--- src/rtl/dseq_pkg.sv ---
package dseq_pkg;
  typedef enum logic [2:0] {
    CMD_NOP = 3'd0,
    CMD_ACT = 3'd1,
    CMD_RD  = 3'd2,
    CMD_WR  = 3'd3,
    CMD_PRE = 3'd4
  } cmd_e;

  typedef enum logic [1:0] {
    ST_IDLE,
    ST_RUN,
    ST_CLOSE
  } seq_st_e;
endpackage

--- src/rtl/dseq_bank.sv ---
module dseq_bank #(
  parameter int ROW_W  = 14,
  parameter int CNT_W  = 6,
  parameter int T_RP   = 6,
  parameter int T_RCD  = 6,
  parameter int WR2PRE = 16,
  parameter int T_RTP  = 4
) (
  input  logic             clk,
  input  logic             rst,
  input  logic             do_act,
  input  logic             do_pre,
  input  logic             do_rd,
  input  logic             do_wr,
  input  logic [ROW_W-1:0] row_in,
  output logic             is_open,
  output logic [ROW_W-1:0] open_row,
  output logic             act_ok,
  output logic             col_ok,
  output logic             pre_ok
);
  localparam logic [CNT_W-1:0] RP_LD  = CNT_W'(T_RP - 1);
  localparam logic [CNT_W-1:0] RCD_LD = CNT_W'(T_RCD - 1);
  localparam logic [CNT_W-1:0] WP_LD  = CNT_W'(WR2PRE - 1);
  localparam logic [CNT_W-1:0] RTP_LD = CNT_W'(T_RTP - 1);

  logic [CNT_W-1:0] rp_c, rcd_c, pre_c;
  logic [CNT_W-1:0] pre_dec;

  assign pre_dec  = (pre_c != '0) ? pre_c - 1'b1 : '0;
  assign act_ok   = (rp_c == '0);
  assign col_ok   = (rcd_c == '0);
  assign pre_ok   = (pre_c == '0);

  always_ff @(posedge clk) begin
    if (rst) begin
      is_open  <= 1'b0;
      open_row <= '0;
      rp_c     <= '0;
      rcd_c    <= '0;
      pre_c    <= '0;
    end else begin
      if (rp_c != '0)  rp_c  <= rp_c - 1'b1;
      if (rcd_c != '0) rcd_c <= rcd_c - 1'b1;
      pre_c <= pre_dec;
      if (do_act) begin
        is_open  <= 1'b1;
        open_row <= row_in;
        rcd_c    <= RCD_LD;
      end
      if (do_pre) begin
        is_open <= 1'b0;
        rp_c    <= RP_LD;
      end
      if (do_wr && (WP_LD > pre_dec))  pre_c <= WP_LD;
      if (do_rd && (RTP_LD > pre_dec)) pre_c <= RTP_LD;
    end
  end
endmodule

--- src/rtl/dseq_top.sv ---
module dseq_top
  import dseq_pkg::*;
#(
  parameter int BANKS   = 8,
  parameter int ROW_W   = 14,
  parameter int COL_W   = 10,
  parameter int T_RP    = 6,
  parameter int T_RCD   = 6,
  parameter int T_WL    = 5,
  parameter int T_BURST = 4,
  parameter int T_WR    = 7,
  parameter int T_RTP   = 4,
  parameter int T_CCD   = 4,
  localparam int BANK_W = $clog2(BANKS),
  localparam int ADDR_W = (ROW_W > COL_W) ? ROW_W : COL_W
) (
  input  logic              clk,
  input  logic              rst,
  input  logic              req_valid,
  output logic              req_ready,
  input  logic              req_write,
  input  logic [BANK_W-1:0] req_bank,
  input  logic [ROW_W-1:0]  req_row,
  input  logic [COL_W-1:0]  req_col,
  input  logic              nxt_valid,
  input  logic [BANK_W-1:0] nxt_bank,
  input  logic [ROW_W-1:0]  nxt_row,
  output logic [2:0]        cmd_code,
  output logic [BANK_W-1:0] cmd_bank,
  output logic [ADDR_W-1:0] cmd_addr
);
  localparam int WR2PRE = T_WL + T_BURST + T_WR;
  localparam int CNT_W  = $clog2(WR2PRE + T_RP + T_RCD + T_RTP + T_CCD + 1);

  seq_st_e           state, nx_state;
  cmd_e              nx_cmd;
  logic              cur_write, la_valid;
  logic [BANK_W-1:0] cur_bank, la_bank;
  logic [ROW_W-1:0]  cur_row, la_row;
  logic [COL_W-1:0]  cur_col;
  logic [CNT_W-1:0]  ccd_c;

  logic             bk_open [BANKS];
  logic [ROW_W-1:0] bk_row  [BANKS];
  logic             bk_act_ok [BANKS];
  logic             bk_col_ok [BANKS];
  logic             bk_pre_ok [BANKS];

  generate
    for (genvar b = 0; b < BANKS; b++) begin : g_bank
      logic sel;
      assign sel = (cur_bank == BANK_W'(b));
      dseq_bank #(
        .ROW_W(ROW_W), .CNT_W(CNT_W), .T_RP(T_RP), .T_RCD(T_RCD),
        .WR2PRE(WR2PRE), .T_RTP(T_RTP)
      ) bank_i (
        .clk(clk), .rst(rst),
        .do_act(sel && nx_cmd == CMD_ACT),
        .do_pre(sel && nx_cmd == CMD_PRE),
        .do_rd (sel && nx_cmd == CMD_RD),
        .do_wr (sel && nx_cmd == CMD_WR),
        .row_in(cur_row),
        .is_open(bk_open[b]), .open_row(bk_row[b]),
        .act_ok(bk_act_ok[b]), .col_ok(bk_col_ok[b]), .pre_ok(bk_pre_ok[b])
      );
    end
  endgenerate

  always_comb begin
    nx_cmd   = CMD_NOP;
    nx_state = state;
    case (state)
      ST_IDLE: if (req_valid) nx_state = ST_RUN;
      ST_RUN: begin
        if (!bk_open[cur_bank]) begin
          if (bk_act_ok[cur_bank]) nx_cmd = CMD_ACT;
        end else if (bk_row[cur_bank] != cur_row) begin
          if (bk_pre_ok[cur_bank]) nx_cmd = CMD_PRE;
        end else if (bk_col_ok[cur_bank] && ccd_c == '0) begin
          nx_cmd   = cur_write ? CMD_WR : CMD_RD;
          nx_state = (la_valid && la_bank == cur_bank && la_row != cur_row)
                     ? ST_CLOSE : ST_IDLE;
        end
      end
      ST_CLOSE: if (bk_pre_ok[cur_bank]) begin
        nx_cmd   = CMD_PRE;
        nx_state = ST_IDLE;
      end
      default: nx_state = ST_IDLE;
    endcase
  end

  assign req_ready = (state == ST_IDLE);

  always_ff @(posedge clk) begin
    if (rst) begin
      state     <= ST_IDLE;
      cur_write <= 1'b0;
      cur_bank  <= '0;
      cur_row   <= '0;
      cur_col   <= '0;
      la_valid  <= 1'b0;
      la_bank   <= '0;
      la_row    <= '0;
      ccd_c     <= '0;
      cmd_code  <= CMD_NOP;
      cmd_bank  <= '0;
      cmd_addr  <= '0;
    end else begin
      state <= nx_state;
      if (state == ST_IDLE && req_valid) begin
        cur_write <= req_write;
        cur_bank  <= req_bank;
        cur_row   <= req_row;
        cur_col   <= req_col;
        la_valid  <= nxt_valid;
        la_bank   <= nxt_bank;
        la_row    <= nxt_row;
      end
      if (nx_cmd == CMD_RD || nx_cmd == CMD_WR) ccd_c <= CNT_W'(T_CCD - 1);
      else if (ccd_c != '0)                     ccd_c <= ccd_c - 1'b1;
      cmd_code <= nx_cmd;
      cmd_bank <= (nx_cmd == CMD_NOP) ? '0 : cur_bank;
      case (nx_cmd)
        CMD_ACT:        cmd_addr <= ADDR_W'(cur_row);
        CMD_RD, CMD_WR: cmd_addr <= ADDR_W'(cur_col);
        default:        cmd_addr <= '0;
      endcase
    end
  end
endmodule

--- config.mk ---
export PLATFORM = sky130hd
export DESIGN_NAME = dseq_top
export DESIGN_NICKNAME = d
export VERILOG_FILES = /design/src/rtl/dseq_pkg.sv /design/src/rtl/dseq_bank.sv /design/src/rtl/dseq_top.sv
export SDC_FILE = /design/constraint.sdc
export NUM_CORES = 1
export LEC_CHECK = 0
export BUFFER_PORTS_ARGS = -buffer_cell sky130_fd_sc_hd__buf_4
export CELL_PAD_IN_SITES_DETAIL_PLACEMENT = 2
export CELL_PAD_IN_SITES_GLOBAL_PLACEMENT = 2
export CORE_MARGIN = 8
export CORE_UTILIZATION = 39
export CTS_CLUSTER_SIZE = 14
export DETAILED_ROUTE_END_ITERATION = 8
export HOLD_SLACK_MARGIN = 0.05
export PLACE_DENSITY = 0.77
export SKIP_LAST_GASP = 1
export SLEW_MARGIN = 20
export SYNTH_ARGS = -nofsm -noshare
export SYNTH_HDL_FRONTEND = slang
export SYNTH_SLANG_ARGS = --single-unit
--- constraint.sdc ---
create_clock -name clk -period 4.11 [get_ports clk]
set_input_delay 0.411 -clock clk [delete_from_list [all_inputs] [get_ports clk]]
set_output_delay 0.411 -clock clk [all_outputs]
set_load 0.02 [all_outputs]
==> summary.txt <==
Outcome
  • Outcome: finished, final reports clean

Routing
  • Drt drc: 0
  • Final WL: 55.5 mm
  • Routed vias/inst: 5.56
  • First drt pass iteration count: 5
  • ANT nets after route: 0
  • DRT iter0 DRCs: 474
  • Per-cell routed wire length: 22.4 um
  • Vias: 13.8k

Clock network
  • CTS root buf: clkbuf_16
  • Clk sinks: 338
  • Setup Buffers After CTS: 0
  • Clk buf depth: 3
  • Reg clk slew, reported paths: 0.07 ns
  • H-tree levels: 2
  • CTS Buf Count: 39
  • Later-pin clock latency in the skew report: 0.58 ns
  • CTS tree: built

Setup path
  • Critical Path End: g_bank[4].bank_i.open_row[3]
  • Highest fanout seen on the critical path: 16
  • Setup crit end kind: register
  • Crit path from: cur_bank[2]
  • Crit path required time: 4.60 ns
  • Critical R2R Launch: cur_bank[2]
  • Data arrival, critical path: 4.42 ns
  • Critical setup path kind: register to register
  • CP Launch Type: register
  • Reg-to-reg critical path endpoint: g_bank[4].bank_i.open_row[3]
  • Number of cells on the worst reg-to-reg path: 10
  • Reg-to-reg slack, setup: 0.18 ns

Die
  • Core area: 0.0417 sq mm
  • Die area: 0.0488 sq mm
  • Die Ht: 221 um
  • IO Pins: 70
  • Num rows: 75
  • Starting Density: 39.3%
  • Die X-Extent: 221 um

Timing
  • Post-layout min period: 3.93 ns
  • Final cycle utilization of the critical path: 95.7%
  • Setup ws final: 0.178 ns
  • Worst Tran Pin Value: 0.996 ns
  • Fmax: 254 MHz
  • Fin Clk Skew: 0.0263 ns
  • Final setup fails: 0
  • Slew Viols, Final: 0
  • Rel. slew slack: 33.6%
  • Final hold vios: 0
  • WHS: 0.0871 ns
  • RSZ-0062 raised after global routing: true

Power and ir drop
  • Leak: 0.00811 uW
  • Peak VDD IR: 334 uV
  • Seq pwr share: 34.1%
  • Comb pwr share: 40.4%
  • Switching share of power: 39.2%
  • P per Cell Area: 722 mW/mm^2
  • P_int: 8290 uW
  • Power, Total: 13600 uW
  • Clock power frac: 25.5%
  • Sw Pwr: 5350 uW

Yosys
  • Synthesis-stage register bit count: 338
  • Ys Warns: 0
  • Syn Nets: 1948
  • Avg Cell Area, Syn: 8.86 sq um
  • Post-synth EDFFs: 0
  • Post-synthesis sequential area ratio: 41.4%
  • Syn Inst Count: 1846
  • Distinct cells, synth: 73
  • Cell Area, Synth: 0.0164 sq mm
  • Most used DFF post-synth: dfxtp_1
  • Post-synth ARST share: 0%

Global routing
  • Overflow after GRT: 0
  • Pin count of the biggest net entering global routing: 82
  • Initial antenna violation count: 0
  • GR Util All Layers: 22.3%
  • Vias in the first global route: 15.7k
  • First-pass GRT wire length: 88.4 mm

Place
  • Placed Instance Area: 0.0176 sq mm
  • Pre-CTS setup slack: -0.0597 ns
  • Routability cong.: 0.822
  • IO buf count: 69
  • DP HPWL: 38.9 mm

Worst hold path
  • Hold Crit Class: input pin to register

Cells and area
  • Multi-input logic area: 0.00884 sq mm
  • Register area: 0.00677 sq mm
  • Layout Utilization: 45.4%
  • Fillers: 4531
  • Layout Nets: 2018
  • Antenna diodes: 0
  • Share of cells above drive strength 1: 12.5%
  • Design area: 0.0189 sq mm
  • Area Growth Syn to Fin: 15.5%

Run
  • Max_cap viols: 0
[power groups by stage]
stage                     Clock, uW  Sequential, uW  Combinational [uW]
after floorplan                   0            4500                4100
after global placement            0            4650                5160
after detailed placement          0            4700                5450
after CTS                      3570            4650                5580
after global routing           3690            4750                6210
final                          3480            4650                5520
[cells in the mapped netlist (all sizes together) (5+ instances only)]
master | instances | share of area, %
nor3 | 77 | 2.4
nand3b | 10 | 0.46
o21ai | 37 | 1.1
a2bb2oi | 8 | 0.43
clkbuf | 60 | 1.4
a211oi | 9 | 0.41
mux4 | 8 | 1.1
nand4 | 16 | 0.65
and2 | 12 | 0.46
buf | 45 | 1.9
xnor2 | 57 | 3.1
nor2 | 87 | 2.0
a22o | 8 | 0.43
and3 | 18 | 0.69
o31ai | 12 | 0.55
ha | 53 | 4.1
nor2b | 8 | 0.31
nor4 | 40 | 1.7
o22ai | 10 | 0.38
o211a | 8 | 0.49
or4 | 12 | 0.64
nand2b | 16 | 0.61
xor2 | 73 | 3.9
inv | 67 | 1.5
nand2 | 317 | 7.3
nand3 | 39 | 1.2
nor4b | 5 | 0.31
dfxtp | 338 | 41
nor3b | 7 | 0.32
o211ai | 7 | 0.35
mux2 | 10 | 0.69
and4 | 13 | 0.70
a2111oi | 11 | 0.59
a21oi | 128 | 3.9
and3b | 6 | 0.32
mux2i | 152 | 9.3
or3 | 20 | 0.76
[critical path: stages (launching register included)]
cell,delay [ns]
dfxtp_4,0.52
or3b_1,0.55
a2bb2oi_1,0.19
o211ai_1,0.13
xor2_1,0.33
nand3_1,0.17
nor4_4,0.41
a31oi_4,0.28
buf_4,0.27
or4_4,0.69
mux2i_1,0.28
[per-stage QoR]
stage	std cells	setup TNS, ns
CTS	2483	0
global route	2483	-0.0218
floorplan	1846	0
detailed placement	2414	-0.981
global placement	2414	0
finish	2483	0
[layout make-up]
cell class	count	area share [%]
Tap cell	539	3.57
Inverter	67	1.34
Clock inverter	10	0.457
Clock buffer	59	6.25
Timing Repair Buffer	134	5.74
Sequential cell	338	35.8
Multi-Input combinational cell	1336	46.8
[timing repair]
action                     in CTS  in global routing
pin swaps                       0                  1
setup endpoints to repair      42                118
hold buffers                    0                  0
cloned                          0                  0
resized for setup               4                  3
[kinds of logic (layout without fill, tap and decap cells)]
group / after synthesis / after routing / synth area share [%]
flip-flops: 338 / 338 / 41.4
multiplexers: 170 / 170 / 11.1
buffers and inverters: 172 / 270 / 4.82
AO/OA/AOI/OAI: 267 / 267 / 10.2
AND/OR/NAND/NOR: 716 / 716 / 21.5
adder cells (fa/ha/maj): 53 / 53 / 4.05
XOR/XNOR: 130 / 130 / 6.96
[flip-flops by register name, indices dropped and copies added, names as in the netlist]
signal,count
la_row,14
g_bank.bank_i.rcd_c,48
cmd_code,3
cur_row,14
cmd_bank,3
ccd_c,6
cur_col,10
cur_bank,3
g_bank.bank_i.pre_c,48
la_valid,1
cur_write,1
la_bank,3
g_bank.bank_i.rp_c,48
g_bank.bank_i.is_open,8
cmd_addr,14
g_bank.bank_i.open_row,112
state,2
[layout by cell type (no fill, tap or decap), types with 35 or more instances in the layout]
master	n
dfxtp_1	336
nand2_1	317
mux2i_1	152
a21oi_1	128
buf_4	127
nor2_1	86
nor3_1	76
xor2_1	73
inv_1	65
xnor2_1	57
ha_1	53
nand3_1	39
clkbuf_16	39
o21ai_0	36
nor4_1	35
[layer usage]
metal / vias to the layer above / global-route usage, % / share of wire [%]
met5: - / 0 / 0
met4: 0 / 7.88 / 3.2
met3: 91 / 3.65 / 3.4
met2: 199 / 40.5 / 51
met1: 6937 / 26.2 / 43
li1: 6574 / - / -
[worst min path at each step]
stage                                        from                             to  slack, ns  cells after the start
CTS                                    req_col[0]                     cur_col[0]       0.06                      3
finish                                nxt_row[12]                     la_row[12]       0.09                      3
floorplan           g_bank[1].bank_i.open_row[12]  g_bank[1].bank_i.open_row[12]       0.43                      2
global placement     g_bank[1].bank_i.open_row[3]   g_bank[1].bank_i.open_row[3]       0.44                      2
detailed placement  g_bank[6].bank_i.open_row[13]  g_bank[6].bank_i.open_row[13]       0.45                      2
global route                           nxt_row[7]                      la_row[7]       0.08                      3
Power figures use the tool's default switching activity.
